[config.mk]
export PLATFORM = sky130hd
export DESIGN_NAME = lane_net
export DESIGN_NICKNAME = d
export VERILOG_FILES = /design/src/rtl/lane_net_pkg.sv /design/src/rtl/lane_net_ctrl.sv /design/src/rtl/lane_net_dp.sv /design/src/rtl/lane_net.sv
export SDC_FILE = /design/constraint.sdc
export NUM_CORES = 1
export LEC_CHECK = 0
export BUFFER_PORTS_ARGS = -buffer_cell sky130_fd_sc_hd__buf_2
export CORE_AREA = 2 2 101 103
export DETAILED_ROUTE_END_ITERATION = 10
export DIE_AREA = 0 0 103 105
export PLACE_DENSITY = 0.76
export SYNTH_ARGS = -nofsm -noshare
export SYNTH_HDL_FRONTEND = slang
export SYNTH_SLANG_ARGS = --single-unit
[constraint.sdc]
create_clock -name vclk -period 2.3
set_input_delay 0.23 -clock vclk [all_inputs]
set_output_delay 0.23 -clock vclk [all_outputs]
set_load 0.005 [all_outputs]
[src/rtl/lane_net_pkg.sv]
package lane_net_pkg;

  localparam int WORD_W = 16;

  typedef enum logic [1:0] {
    OP_UPPER = 2'b00,
    OP_LOWER = 2'b01,
    OP_GOR   = 2'b10,
    OP_NONE  = 2'b11
  } netOp_e;

  typedef struct packed {
    logic takeUpper;
    logic takeLower;
    logic takeGor;
  } netStrobe_t;

endpackage

[src/rtl/lane_net_ctrl.sv]
module lane_net_ctrl
  import lane_net_pkg::*;
(
  input  logic [1:0]  opSel,
  output netStrobe_t  strobe
);

  netOp_e opCode;

  always_comb begin
    opCode = netOp_e'(opSel);
    strobe = '0;
    unique case (opCode)
      OP_UPPER: strobe.takeUpper = 1'b1;
      OP_LOWER: strobe.takeLower = 1'b1;
      OP_GOR:   strobe.takeGor   = 1'b1;
      default:  strobe = '0;
    endcase
  end

  always_comb begin
    AST_STROBE_ONEHOT: assert ($onehot0({strobe.takeUpper, strobe.takeLower, strobe.takeGor}));
    if (opSel == 2'b11) begin
      AST_UNUSED_IDLE: assert (strobe == '0);
    end
  end

endmodule

[src/rtl/lane_net_dp.sv]
module lane_net_dp
  import lane_net_pkg::*;
#(
  parameter int NPROC = 8
) (
  input  netStrobe_t                 strobe,
  input  logic [NPROC*WORD_W-1:0]    srcBus,
  output logic [NPROC*WORD_W-1:0]    resBus
);

  localparam int BUS_W = NPROC * WORD_W;

  logic [WORD_W-1:0] srcWord [NPROC];
  logic [WORD_W-1:0] resWord [NPROC];
  logic [WORD_W-1:0] gorWord;

  always_comb begin
    gorWord = '0;
    for (int k = 0; k < NPROC; k++) begin
      gorWord = gorWord | srcWord[k];
    end
  end

  for (genvar i = 0; i < NPROC; i++) begin : g_lane
    localparam int UP_IDX = (i + 1) % NPROC;
    localparam int LO_IDX = (i + NPROC - 1) % NPROC;

    assign srcWord[i] = srcBus[i*WORD_W +: WORD_W];

    always_comb begin
      if (strobe.takeUpper)      resWord[i] = srcWord[UP_IDX];
      else if (strobe.takeLower) resWord[i] = srcWord[LO_IDX];
      else if (strobe.takeGor)   resWord[i] = gorWord;
      else                       resWord[i] = '0;
    end

    assign resBus[i*WORD_W +: WORD_W] = resWord[i];
  end

  logic [WORD_W-1:0] chkSrcOr;
  logic [WORD_W-1:0] chkResOr;
  logic              chkAllSame;
  logic              chkCovered;
  logic              chkAllZero;

  always_comb begin
    chkSrcOr   = '0;
    chkResOr   = '0;
    chkAllSame = 1'b1;
    chkCovered = 1'b1;
    chkAllZero = 1'b1;
    for (int k = 0; k < NPROC; k++) begin
      chkSrcOr = chkSrcOr | srcBus[k*WORD_W +: WORD_W];
      chkResOr = chkResOr | resBus[k*WORD_W +: WORD_W];
      if (resBus[k*WORD_W +: WORD_W] != resBus[WORD_W-1:0]) chkAllSame = 1'b0;
      if (resBus[k*WORD_W +: WORD_W] != '0) chkAllZero = 1'b0;
    end
    for (int k = 0; k < NPROC; k++) begin
      if ((srcBus[k*WORD_W +: WORD_W] & ~resBus[WORD_W-1:0]) != '0) chkCovered = 1'b0;
    end
    if (strobe.takeUpper) begin
      AST_UPPER_PERMUTES: assert (chkResOr == chkSrcOr);
    end
    if (strobe.takeLower) begin
      AST_LOWER_PERMUTES: assert (chkResOr == chkSrcOr);
    end
    if (strobe.takeGor) begin
      AST_GOR_UNIFORM: assert (chkAllSame);
      AST_GOR_COVERS: assert (chkCovered);
    end
    if (strobe == '0) begin
      AST_IDLE_ZERO: assert (chkAllZero);
    end
    if (NPROC == 1 && strobe != '0) begin
      AST_SOLO_SELF: assert (resBus[WORD_W-1:0] == srcBus[WORD_W-1:0]);
    end
  end

  logic unusedBusW;
  assign unusedBusW = (BUS_W == 0);

endmodule

[src/rtl/lane_net.sv]
module lane_net
  import lane_net_pkg::*;
#(
  parameter int NPROC = 8
) (
  input  logic [1:0]                 opSel,
  input  logic [NPROC*WORD_W-1:0]    srcBus,
  output logic [NPROC*WORD_W-1:0]    resBus
);

  netStrobe_t strobe;

  lane_net_ctrl ctrl_i (
    .opSel  (opSel),
    .strobe (strobe)
  );

  lane_net_dp #(.NPROC(NPROC)) dp_i (
    .strobe (strobe),
    .srcBus (srcBus),
    .resBus (resBus)
  );

endmodule

# Word level (Yosys, flattened, before mapping)
# Index checks and enable logic that the tools add are counted.
[totals] register_bits=0 latchBits=0 ramBits=0 rom_bits=0 input_bits=130 out_inout_bits=128 n_memories=0
[classes] n_addsub=0 mul=0 div=0 order_cmp=0 eq_ne=2 shift=0 muxes=20 bitwise_logic=7 n_reduce_logical=1
[op_table] operator="$mux 16" count=17
[op_table] operator="$or 16x16->16" count=7
[op_table] operator="$mux 1" count=3
[op_table] operator="$eq 2x1->1 const B" count=1
[op_table] operator="$eq 2x2->1 const B" count=1
[op_table] operator="$logic_not 2->1" count=1

# Longest topological paths before layout
[depth] ltp_word=10 depth_mapped=5 mapped_depth_nobuf=3

# Cells and area by module
# From an unflattened synthesis, not the netlist that was laid out.
[hier_totals] hier_cells=227 hier_area_um2=1954.4
[modules_own_cells] mod="lane_net_dp" n_inst=1 cells_per_inst=224 area_per_inst_um2=1935.6
[modules_own_cells] mod="lane_net_ctrl" n_inst=1 cells_per_inst=3 area_per_inst_um2=18.8

# Worst setup path before layout
# No wires, ideal clock.
[synth_timing] path_type="input to output" start="input port srcBus[23]" end="output port resBus[55]" arrival_ns=1.105 t_required_ns=2.070 slack_ns=0.965 stages=3 n_path_buf=0 path_cell_list="or4_1 -> o21ai_4 -> o21ai_0"
[synth_via] elab_chain_cells=10
[synth_rtl] item="start, declared" line_no="lane_net.sv:7" rtl="input logic [NPROC*WORD_W-1:0] srcBus,"
[synth_rtl] item="$or 16x16->16" line_no="lane_net_dp.sv:20" rtl="gorWord = gorWord | srcWord[k];"
[synth_rtl] item="$or 16x16->16 (6 in a row)"
[synth_rtl] item="$mux 16" line_no="lane_net_dp.sv:33" rtl="else if (strobe.takeGor) resWord[i] = gorWord;"
[synth_rtl] item="$mux 16" line_no="lane_net_dp.sv:32" rtl="else if (strobe.takeLower) resWord[i] = srcWord[LO_IDX];"
[synth_rtl] item="$mux 16" line_no="lane_net_dp.sv:31" rtl="if (strobe.takeUpper) resWord[i] = srcWord[UP_IDX];"
[synth_rtl] item="end, declared" line_no="lane_net.sv:8" rtl="output logic [NPROC*WORD_W-1:0] resBus"
# No other way between the ends.

# Final worst setup path
[layout_timing] start="input port srcBus[24]" end="output port resBus[88]"
# Same word-level chain as after synthesis.

==> results_dict.tcl <==
set metrics [dict create \
    outcome "complete, no violations" \
    syn_area_um2 2661 \
    synthDistinctLibCells 11 \
    multi_input_area_um2 2492 \
    ios 258 \
    synth_xor_area_frac 0 \
    portBuffers 258 \
    layout.cells.most_common "buf_2" \
    holdPathEnd "resBus[39]" \
    seq_cells 0 \
    drv_slew 0 \
    grt_pass1_vias 3147 \
    worst_slew_pin_slew_ps 491.9 \
    synth.avg_cell_area_um2 7.968 \
    drt_wl_total_mm 10.05 \
    timing_worst_setup_path_type "in2out" \
    dpl.cell_count 700 \
    min_from "srcBus[55]" \
    nFillCells 1019 \
    ir_drop_mv 0.09260 \
    fin_setup_tns_ps 0 \
    antenna_cells 0 \
    ant_nets 0 \
    min_period_ps 1784 \
    core_um2 9639 \
    rows 36 \
    wire_per_inst_um 14.36 \
    setup_viol 0 \
    grt_max_degree 129 \
    hold_depth 4 \
    layout.nets 699 \
    ctsResizeCount 0 \
    slew_headroom 0.6721 \
    yosys.area_share.simple 0.1166 \
    synthMuxAreaShare 0.4814 \
    seqCellArea_um2 0 \
    layout-drive-gt1-share 0.5203 \
    rsz0062_at_grt "false" \
    track_usage 0.1601 \
    clock_buffers 0 \
    arrival_ps 1550 \
    die_y_um 105 \
    yosysSeqAreaShare 0 \
    leakage_uw 0.002116 \
    antenna_found_initial 0 \
    synth.net_count 464 \
    drt_iter0_drc 115 \
    pwr_density_cell_nw_per_um2 199.7 \
    path_max_fanout 8 \
    vias_per_cell 5.066 \
    layout.cells.non_filler 700 \
    hold_violations 0 \
    synthCells 334 \
    cp_data_required_time_ps 2070 \
    gp_congestion 0.8975 \
    max_freq_ghz 0.5605 \
    synth_top_family_by_area "multiplexers" \
    grt_pass1_wl_mm 15.00 \
    worst_hold_path_type "in2out" \
    yosysWarnings 0 \
    cts_setup_buffers 0 \
    drv_cap 0 \
    fp.dieW_um 103 \
    firstDrtPassIters 4 \
    crit_path_start_kind "input port" \
    synthAdderAreaFrac 0 \
    final_cell_mix "buf_2, mux2i_1, o21ai_0" \
    drc 0 \
    total_power_uw 806.5 \
    synth_compound_area_frac 0.3385 \
    vias 3546 \
    dp_hpwl_mm 8.085 \
    grt-ovfl-total 0 \
    crit_path_end_kind "output port" \
    syn_to_final_growth_pct 51.76 \
    start_util 0.2761 \
    ctsHoldBuffers 0 \
    die-area_um2 10820 \
    finalCritPeriodShare 0.7757 \
]
-- metrics by stage --
step | instance area (um2) | setup slack (ps) | hold slack [ps] | utilization
final | 4039 | 515.9 | 834.5 | 0.4190
after global routing | 4039 | 432.6 | 860.2 | 0.4190
after CTS | 4039 | 521.4 | 833.8 | 0.4190
after detailed placement | 4039 | 523.0 | 827.2 | 0.4190
after global placement | 4039 | 510.3 | 827.6 | 0.4190
after floorplan | 2661 | 964.9 | 637.3 | -
-- synth_stat cells --
cell type	n	share of area
mux2i_1	128	0.48
o21ai_0	114	0.21
o21ai_4	16	0.098
or4_1	16	0.045
or4_4	16	0.068
o21ai_1	14	0.026
clkbuf_1	13	0.018
buf_4	10	0.028
buf_2	5	0.0094
and2b_4	1	0.0038
buf_12	1	0.0075
-- final cells by class --
cell class | instances | area share
repair buffers | 262 | 0.3417
multi-input cells | 305 | 0.6171
well taps | 133 | 0.04120
-- worst max-delay path by stage --
stage | startpoint | end | slack, ps | cells after the start
3_3_place_gp | srcBus[24] | resBus[56] | 510 | 5
5_1_grt | srcBus[24] | resBus[88] | 430 | 5
3_5_place_dp | srcBus[24] | resBus[88] | 520 | 5
4_1_cts | srcBus[24] | resBus[88] | 520 | 5
2_1_floorplan | srcBus[23] | resBus[55] | 960 | 3
6_report | srcBus[24] | resBus[88] | 520 | 5
-- power by group --
part           switching [uW]  total [uW]  leakage (uW)  internal [uW]
combinational             414         806       0.00212            392
clock                       0           0             0              0
sequential                  0           0             0              0
total                     414         806       0.00212            392
-- layer usage --
metal	up-vias	part of all wire	routed length (um)	global-route usage
met5	-	0	0	0
met4	0	0	0	0.002820
met3	0	0.063	633	0.01873
met2	136	0.51	5110	0.3006
met1	1621	0.43	4308	0.2031
li1	1789	-	-	-
-- kinds of logic (layout without fill, tap and decap cells) --
group / after synthesis / after routing
simple gates: 33 / 33
mux: 128 / 128
compound gates: 144 / 144
buf+inv: 29 / 262
-- worst max-delay path: stages --
cell and delay (ps):
buf_2 110, or4_1 580, o21ai_4 240, o21ai_0 210
buf_2 190
Note: power is estimated with default switching activity, not from simulation.
